[src/rtl/thr_pkg.sv]
package thr_pkg;

    parameter int unsigned RES_W = 16;
    parameter int unsigned CNT_W = 8;

    typedef enum logic [1:0] {
        MODE_OFF     = 2'b00,
        MODE_CMP     = 2'b01,
        MODE_CNT_DEC = 2'b10,
        MODE_CNT_CLR = 2'b11
    } thr_mode_e;

    typedef struct packed {
        logic valid;   // strobe qualified by an enabled mode
        logic hit;     // magnitude >= threshold
        logic trip;    // magnitude >  threshold
    } cmp_ev_t;

    function automatic logic mode_counts(thr_mode_e m);
        return m[1];
    endfunction

endpackage

[src/rtl/thr_compare.sv]
module thr_compare
    import thr_pkg::*;
#(
    parameter int unsigned DW = RES_W
) (
    input  logic          valid,
    input  logic [DW-1:0] data,
    input  logic          sgn,
    input  logic [DW-1:0] thr,
    input  thr_mode_e     mode,
    output cmp_ev_t       ev
);
    localparam logic [DW-1:0] MOST_NEG = {1'b1, {(DW-1){1'b0}}};
    localparam logic [DW-1:0] MOST_POS = {1'b0, {(DW-1){1'b1}}};

    logic [DW-1:0] mag;
    logic [DW-1:0] thr_eff;

    always_comb begin
        if (sgn && data[DW-1]) begin
            if (data == MOST_NEG) mag = MOST_POS;
            else                  mag = ~data + 1'b1;
        end else begin
            mag = data;
        end
        thr_eff  = sgn ? {1'b0, thr[DW-2:0]} : thr;
        ev.valid = valid && (mode != MODE_OFF);
        ev.hit   = (mag >= thr_eff);
        ev.trip  = ev.valid && (mag > thr_eff);
    end

    always_comb begin
        assert_mag_range_R2: assert (!sgn || !mag[DW-1]);
    end
endmodule

[src/rtl/thr_counter.sv]
module thr_counter
    import thr_pkg::*;
#(
    parameter int unsigned CW = CNT_W
) (
    input  logic          clk,
    input  logic          rst,
    input  thr_mode_e     mode,
    input  cmp_ev_t       ev,
    output logic [CW-1:0] cnt
);
    localparam logic [CW-1:0] CNT_MAX = {CW{1'b1}};

    logic [CW-1:0] cnt_next;

    always_comb begin
        cnt_next = cnt;
        if (!mode_counts(mode)) begin
            cnt_next = '0;
        end else if (ev.valid) begin
            if (ev.hit) begin
                if (cnt != CNT_MAX) cnt_next = cnt + 1'b1;
            end else if (mode == MODE_CNT_CLR) begin
                cnt_next = '0;
            end else if (cnt != '0) begin
                cnt_next = cnt - 1'b1;
            end
        end
    end

    always_ff @(posedge clk) begin
        if (rst) cnt <= '0;
        else     cnt <= cnt_next;
    end

    assert_sat_high_R3: assert property (@(posedge clk) disable iff (rst)
        (mode_counts(mode) && ev.valid && ev.hit && cnt == CNT_MAX) |=> (cnt == CNT_MAX));
    assert_floor_R4: assert property (@(posedge clk) disable iff (rst)
        (mode == MODE_CNT_DEC && ev.valid && !ev.hit && cnt == '0) |=> (cnt == '0));
    assert_clear_R5: assert property (@(posedge clk) disable iff (rst)
        (mode == MODE_CNT_CLR && ev.valid && !ev.hit) |=> (cnt == '0));
    assert_hold_R6: assert property (@(posedge clk) disable iff (rst)
        (mode_counts(mode) && !ev.valid) |=> (cnt == $past(cnt)));
    assert_idle_zero_R8: assert property (@(posedge clk) disable iff (rst)
        (!mode_counts(mode)) |=> (cnt == '0));
endmodule

[src/rtl/thr_limit.sv]
module thr_limit
    import thr_pkg::*;
#(
    parameter int unsigned CW = CNT_W
) (
    input  logic          clk,
    input  logic          rst,
    input  thr_mode_e     mode,
    input  logic [CW-1:0] cnt,
    input  logic [CW-1:0] limit,
    input  logic          clr,
    output logic          irq,
    output logic          flag
);
    logic match;
    logic match_d;

    assign match = mode_counts(mode) && (cnt == limit);
    assign irq   = match && !match_d;

    always_ff @(posedge clk) begin
        if (rst) begin
            match_d <= 1'b0;
            flag    <= 1'b0;
        end else begin
            match_d <= match;
            flag    <= match || (flag && !clr);
        end
    end

    assert_irq_single_R9: assert property (@(posedge clk) disable iff (rst)
        irq |=> !irq);
    assert_flag_set_R10: assert property (@(posedge clk) disable iff (rst)
        irq |=> flag);
    assert_flag_sticky_R10: assert property (@(posedge clk) disable iff (rst)
        (flag && !clr) |=> flag);
endmodule

[src/rtl/adc_thr_event_counter.sv]
module adc_thr_event_counter
    import thr_pkg::*;
#(
    parameter int unsigned DW = RES_W,
    parameter int unsigned CW = CNT_W
) (
    input  logic          clk,
    input  logic          rst,
    input  logic          res_valid,
    input  logic [DW-1:0] res_data,
    input  logic          cfg_signed,
    input  logic [1:0]    cfg_mode,
    input  logic [DW-1:0] thr_value,
    input  logic [CW-1:0] cnt_limit,
    input  logic          status_clear,
    output logic [CW-1:0] event_count,
    output logic          trip_pulse,
    output logic          limit_irq,
    output logic          limit_flag
);
    thr_mode_e mode;
    cmp_ev_t   ev;

    assign mode = thr_mode_e'(cfg_mode);

    thr_compare #(.DW(DW)) u_cmp (
        .valid (res_valid),
        .data  (res_data),
        .sgn   (cfg_signed),
        .thr   (thr_value),
        .mode  (mode),
        .ev    (ev)
    );

    thr_counter #(.CW(CW)) u_cnt (
        .clk  (clk),
        .rst  (rst),
        .mode (mode),
        .ev   (ev),
        .cnt  (event_count)
    );

    thr_limit #(.CW(CW)) u_lim (
        .clk   (clk),
        .rst   (rst),
        .mode  (mode),
        .cnt   (event_count),
        .limit (cnt_limit),
        .clr   (status_clear),
        .irq   (limit_irq),
        .flag  (limit_flag)
    );

    always_ff @(posedge clk) begin
        if (rst) trip_pulse <= 1'b0;
        else     trip_pulse <= ev.trip;
    end

    assert_trip_source_R7: assert property (@(posedge clk) disable iff (rst)
        trip_pulse |-> $past(res_valid && cfg_mode != 2'b00));
    assert_off_quiet_R8: assert property (@(posedge clk) disable iff (rst)
        (cfg_mode == 2'b00) |-> !limit_irq);
endmodule

[config.mk]
export PLATFORM = sky130hd
export DESIGN_NAME = adc_thr_event_counter
export DESIGN_NICKNAME = d
export VERILOG_FILES = /design/src/rtl/thr_pkg.sv /design/src/rtl/thr_compare.sv /design/src/rtl/thr_counter.sv /design/src/rtl/thr_limit.sv /design/src/rtl/adc_thr_event_counter.sv
export SDC_FILE = /design/constraint.sdc
export NUM_CORES = 1
export LEC_CHECK = 0
export ABC_AREA = 0
export BUFFER_PORTS_ARGS = -buffer_cell sky130_fd_sc_hd__buf_4
export CAP_MARGIN = 10
export CORE_MARGIN = 3
export CORE_UTILIZATION = 52
export CTS_CLUSTER_SIZE = 12
export DETAILED_ROUTE_END_ITERATION = 6
export HOLD_SLACK_MARGIN = 0.02
export PLACE_DENSITY = 0.82
export SETUP_SLACK_MARGIN = 0.05
export SYNTH_ARGS = -nofsm -noshare
export SYNTH_HDL_FRONTEND = slang
export SYNTH_SLANG_ARGS = --single-unit
[constraint.sdc]
create_clock -name clk -period 5.33 [get_ports clk]
set_input_delay 1.066 -clock clk [delete_from_list [all_inputs] [get_ports clk]]
set_output_delay 1.066 -clock clk [all_outputs]
set_load 0.05 [all_outputs]
==> results.sh, run 1 <==
export IMPL_synth_ff_type="dfxtp_1"
export IMPL_timing_hold_violations_final=0
export IMPL_crit_path_start="res_data[1]"
export IMPL_wire_per_inst_um=14.0
export IMPL_clk_latency_ns=0.27
export IMPL_status="finished clean"
export IMPL_port_buffers=57
export IMPL_regArea_sq_um=220
export IMPL_synth_xor_area_frac=0.0494
export IMPL_area_delta_synth_final_pct=26.9
export IMPL_timing_slew_headroom=0.669
export IMPL_synth_mux_area_frac=0.0113
export IMPL_setup_viol=0
export IMPL_grt_setup_unrepaired="no"
export IMPL_grtUsageMet3=0.0404
export IMPL_antenna_found_initial=0
export IMPL_fin_area_sq_mm=0.00225
export IMPL_cts_buffer_depth=2
export IMPL_endpoint_kind="flip-flop"
export IMPL_root_buffer="clkbuf_4"
export IMPL_final_cell_mix="buf_4 (60), nand2_1 (25), nor2_1 (23), inv_1 (21)"
export IMPL_gp_congestion=0.956
export IMPL_arrival_ns=5.09
export IMPL_grt_use_met1=0.294
export IMPL_grt_max_degree=15
export IMPL_insertedDiodeCount=0
export IMPL_numClockSinks=11
export IMPL_nFillCells=287
export IMPL_cp_start_kind="input pin"
export IMPL_tns_ns=0
export IMPL_synth_cells=258
export IMPL_worstReg2RegStart="u_cnt.cnt[0]"
export IMPL_synth_edff_count=0
export IMPL_path_max_fanout=10
export IMPL_die_w_um=64.4
export IMPL_final_setup_worst_slack_ns=0.388
export IMPL_fmax_mhz=202
export IMPL_post_route_min_period_ns=4.94
export IMPL_synthTopCellsByArea="ha_1 (14%), dfxtp_1 (12%), a21oi_1 (5.6%)"
export IMPL_top_usage_layer="met2"
export IMPL_power_uw=340
export IMPL_yosys_area_share_simple=0.331
export IMPL_r2r_slack_ns=3.03
export IMPL_yosysUniqueCellTypes=49
export IMPL_globalRouteTotalUtil=0.248
export IMPL_dr_total_vias=2101
export IMPL_hold_start="u_lim.flag"
export IMPL_holdPathEnd="u_lim.flag"
export IMPL_synth_top_family_by_area="simple AND/OR/NAND/NOR gates"
export IMPL_ant_nets=0
export IMPL_grt_util_met2=0.456
export IMPL_dieArea_sq_mm=0.00414
export IMPL_synthArstFlopShare=0
export IMPL_multi_input_area_sq_mm=0.00142
export IMPL_cts_inserted_buffers=3
export IMPL_grt_pass1_vias=2000
export IMPL_r2r_end="u_cnt.cnt[5]"
export IMPL_layout_commonest_cell="buf_4"
export IMPL_drt_iter0_markers=274
export IMPL_gr_total_overflow=0
export IMPL_io_pins=58
export IMPL_finalWirelength_um=4970
export IMPL_drive_above_1_share=0.232
export IMPL_yosys_area_top_type="ha_1"
export IMPL_critPathKind="in -> reg"
export IMPL_num_rows=20
export IMPL_core_area_sq_mm=0.00315
export IMPL_drc_errors=0
export IMPL_synth_compound_area_frac=0.268
export IMPL_pre_cts_ws_ns=0.165
export IMPL_final_nets=379
export IMPL_ys_ff_latch=11
export IMPL_cellLeakagePower_nw=1.05
export IMPL_htreeDepth=1
export IMPL_synth_area_per_cell_sq_um=6.87
export IMPL_report_final_slew_viol_count=0
export IMPL_crit_required_ns=5.48
export IMPL_hold_class="reg -> reg"
export IMPL_syn_nets=325
export IMPL_clkSlewWorstSetupHoldPaths_ns=0.08
export IMPL_vias_per_cell=5.92
export IMPL_ys_warn_count=0
export IMPL_die_y_um=64.4
export IMPL_ys_seq_area_frac=0.124
export IMPL_syn_area_sq_mm=0.00177
export IMPL_pwr_density_cell_mw_per_mm2=151
export IMPL_cts_tree="built"
export IMPL_fin_crit_sh=0.927
export IMPL_grt_pass1_wl_um=8580
export IMPL_whs_path_depth=2
export IMPL_synthAdderAreaFrac=0.141
export IMPL_placed_area_sq_mm=0.00222
export IMPL_worstMarginPinSlew_ns=0.497
export IMPL_dp_final_hpwl_um=4060
export IMPL_worst_clock_skew_ns=0.00534
export IMPL_initial_core_util=0.562
export IMPL_ir_worst_vdd_mv=0.0629
export IMPL_reg2regPathDepth=7
export IMPL_synth_top_area_share=0.141
export IMPL_dr_pass1_iters=4
export IMPL_maxCapViolCount=0
cells in the mapped netlist, drive strengths merged (7+ instances only):
master / count
a31oi: 7
dfxtp: 11
nand4: 7
xor2: 7
nand2: 26
inv: 21
a21oi: 20
nand3: 10
ha: 20
nor3: 10
clkbuf: 7
nor2: 23
o21ai: 20
power breakdown:
part | total, mW | internal (mW) | switching, mW
Combinational | 0.185 | 0.0836 | 0.101
Sequential | 0.0946 | 0.0858 | 0.00881
Clock | 0.0603 | 0.0290 | 0.0313
Total | 0.340 | 0.198 | 0.141
state kept, by name, indices dropped and copies added, names as in the netlist:
signal	flops
u_cnt.cnt	8
trip_pulse	1
u_lim.flag	1
u_lim.match_d	1
kinds of logic after synthesis:
| kind of cell | count (synthesis) |
|---|---|
| and+or+nand+nor | 110 |
| AOI/OAI and AO/OA | 73 |
| buffers and inverters | 32 |
| adders and majority gates | 20 |
| DFF | 11 |
| xor gates and xnor gates | 10 |
| muxes | 2 |
cell type report:
type,count,area share
multi-input cells,215,0.630
repair buffers,60,0.200
flip-flops and latches,11,0.0979
inverters,21,0.0351
well taps,44,0.0245
clock buffers,4,0.0117
critical path: stages:
cell       delay (ns)
buf_4            0.12
inv_1            0.06
ha_1             0.16
nor3b_2          0.31
nand4b_1         0.20
or2_4            0.29
or3_1            0.51
nand2_2          0.19
nor2_1           0.07
a21oi_1          0.14
ha_1             0.27
a21oi_1          0.20
o21a_1           0.15
a2bb2oi_1        0.35
and3_1           0.47
mux2i_1          0.23
a2bb2oi_1        0.19
a31oi_1          0.11
metrics by stage:
step                      hold WS, ns  std cells  utilization
after floorplan                 0.688        258            -
after global placement          0.460        351        0.705
after detailed placement        0.469        351        0.705
after CTS                       0.479        355        0.713
after global routing            0.496        355        0.713
final                           0.474        355        0.713
what timing repair did:
action / CTS / global route
buffers inserted: 0 / 0
endpoints found under the setup margin: 0 / 1
gates resized for setup: 0 / 1
hold buffers: 0 / 0
worst max-delay path by stage:
| stage | endpoint | slack, ns | cells after the start |
|---|---|---|---|
| finish | u_cnt.cnt[3] | 0.39 | 18 |
| global route | u_cnt.cnt[2] | 0.11 | 18 |
| CTS | u_cnt.cnt[4] | 0.43 | 18 |
| detailed placement | u_cnt.cnt[3] | 0.17 | 18 |
| global placement | u_cnt.cnt[2] | 0.25 | 18 |
| floorplan | u_cnt.cnt[2] | 0.75 | 19 |
routing by layer:
metal  share of wire  routed length (um)  vias to the layer above
met1            0.42                2110                      936
met5               0                   0                        -
met3           0.079                 392                       11
met2            0.48                2380                       99
li1                -                   -                     1055
met4           0.019                  95                        0
Note: power is estimated with default switching activity, not from simulation.
==> run 2: changes to the inputs <==
ABC_AREA = unset   (was 0)
CORE_UTILIZATION = 25   (was 52)
PLACE_DENSITY = unset   (was 0.82)
RECOVER_POWER = 50   (was unset)
==> results.sh, run 2 (synthesis gave the netlist of run 1 again) <==
export IMPL_fin_crit_sh=0.919
export IMPL_worst_path_largest_cell_delay_ns=0.50
export IMPL_timing_hold_violations_final=0
export IMPL_dieArea_sq_mm=0.00813
export IMPL_dr_pass1_iters=4
export IMPL_root_buffer="clkbuf_8"
export IMPL_die_y_um=90.2
export IMPL_finalWirelength_um=5340
export IMPL_dp_final_hpwl_um=4320
export IMPL_post_route_min_period_ns=4.90
export IMPL_pre_cts_ws_ns=0.163
export IMPL_tns_ns=0
export IMPL_timing_slew_headroom=0.601
export IMPL_reg2regPathDepth=7
export IMPL_largest_register_ffs=8
export IMPL_layoutNonFillerInstCount=407
export IMPL_whs_path_depth=2
export IMPL_antenna_found_initial=0
export IMPL_num_rows=30
export IMPL_power_uw=362
export IMPL_regArea_sq_um=220
export IMPL_cp_start_kind="input pin"
export IMPL_whs_ns=0.467
export IMPL_highest_layer="met4"
export IMPL_final_cell_mix="buf_4 (50), nand2_1 (25), nor2_1 (23), inv_1 (21)"
export IMPL_cts_setup_buffers=0
export IMPL_critPathKind="in -> reg"
export IMPL_fin_util=0.338
export IMPL_maxCapViolCount=0
export IMPL_crit_required_ns=5.46
export IMPL_cellLeakagePower_nw=1.03
export IMPL_final_nets=379
export IMPL_final_setup_worst_slack_ns=0.429
export IMPL_grt_pass1_vias=1778
export IMPL_drc_errors=0
export IMPL_crit_chain="buf_4 > inv_1 > ha_1 > nor3b_2 > nand4b_1 > or2_4 > or3_1 > nand3_1 > a21oi_1 > a31oi_1 > ha_1 > nand4_2 > nor4_2 > nor2_1 > and4_1 > and4bb_2 > o21ai_0 > a32o_1"
export IMPL_numClockSinks=11
export IMPL_insertedDiodeCount=0
export IMPL_endpoint_kind="flip-flop"
export IMPL_setup_viol=0
export IMPL_worst_clock_skew_ns=0.00683
export IMPL_grt_setup_unrepaired="no"
export IMPL_grt_max_degree=15
export IMPL_globalRouteTotalUtil=0.124
export IMPL_routed_wl_met3_um=238
export IMPL_hold_start="u_lim.flag"
export IMPL_multi_input_area_sq_mm=0.00143
export IMPL_cts_tree="built"
export IMPL_htreeDepth=1
export IMPL_fmax_mhz=204
export IMPL_r2r_slack_ns=3.06
export IMPL_worstMarginPinSlew_ns=0.602
export IMPL_dr_total_vias=2054
export IMPL_largest_register="u_cnt.cnt"
export IMPL_fin_area_sq_mm=0.00231
export IMPL_die_w_um=90.2
export IMPL_port_buffers=57
export IMPL_pwr_density_cell_mw_per_mm2=157
export IMPL_dp_cells=403
export IMPL_ir_worst_vdd_mv=0.0517
export IMPL_cts_hold_fix_buffers=0
export IMPL_hold_class="reg -> reg"
export IMPL_path_max_fanout=10
export IMPL_grt_pass1_wl_um=8640
export IMPL_crit_slowest_cell="or3_1"
export IMPL_layout_commonest_cell="buf_4"
export IMPL_gr_total_overflow=0
export IMPL_r2r_end="u_cnt.cnt[5]"
export IMPL_cts_buffer_depth=2
export IMPL_wire_per_inst_um=13.1
export IMPL_holdPathEnd="u_lim.flag"
export IMPL_io_pins=58
export IMPL_worstReg2RegStart="u_cnt.cnt[0]"
export IMPL_wl_met1_um=2560
export IMPL_drt_iter0_markers=94
export IMPL_arrival_ns=5.03
export IMPL_drive_above_1_share=0.209
export IMPL_clk_latency_ns=0.24
export IMPL_status="finished clean"
export IMPL_initial_core_util=0.259
export IMPL_area_delta_synth_final_pct=30.4
export IMPL_crit_top_cell="ha_1"
export IMPL_clkSlewWorstSetupHoldPaths_ns=0.05
export IMPL_cts_inserted_buffers=3
export IMPL_ant_nets=0
export IMPL_vias_per_cell=5.05
export IMPL_report_final_slew_viol_count=0
export IMPL_gp_congestion=0.897
export IMPL_nFillCells=764
export IMPL_placed_area_sq_mm=0.00229
export IMPL_route_met2_wl_um=2490
export IMPL_core_area_sq_mm=0.00683
[run 2: power by group]
part / leakage (nW) / total (mW) / switching, mW / internal, mW
Clock: 0.0228 / 0.0829 / 0.0305 / 0.0524
Combinational: 0.916 / 0.184 / 0.102 / 0.0819
Sequential: 0.0892 / 0.0952 / 0.00903 / 0.0861
Total: 1.03 / 0.362 / 0.141 / 0.220
[run 2: how the worst max path moves through the flow]
stage                               to  cells after the start   startpoint  slack (ns)
final                     u_cnt.cnt[4]                     18  res_data[1]        0.43
after global routing      u_cnt.cnt[4]                     18  res_data[1]        0.10
after detailed placement  u_cnt.cnt[4]                     18  res_data[1]        0.16
after floorplan           u_cnt.cnt[2]                     19  res_data[1]        0.75
after global placement    u_cnt.cnt[4]                     18  res_data[1]        0.26
after CTS                 u_cnt.cnt[4]                     18  res_data[1]        0.40
[run 2: final cells by class]
class                           count  area share
Sequential cell                    11      0.0953
Clock buffer                        4      0.0195
Tap cell                           96      0.0520
Inverter                           21      0.0341
Timing Repair Buffer               60       0.180
Multi-Input combinational cell    215       0.619
[run 2: metal layers]
layer | vias up | global-route usage
met4 | 0 | 0.0191
met1 | 941 | 0.180
li1 | 1050 | -
met3 | 5 | 0.0134
met2 | 58 | 0.199
met5 | - | 0
[run 2: what timing repair did]
item	4_1_cts	5_1_grt
endpoints found under the hold margin	0	0
resized for setup	0	3
setup endpoints to repair	0	5
[run 2: worst max-delay path, delay by kind of cell]
kind | cells | cell delay [ns]
adders and majority gates | 2 | 0.38
buffers and inverters | 2 | 0.19
and+or+nand+nor | 10 | 2.78
AOI/OAI and AO/OA | 4 | 0.62
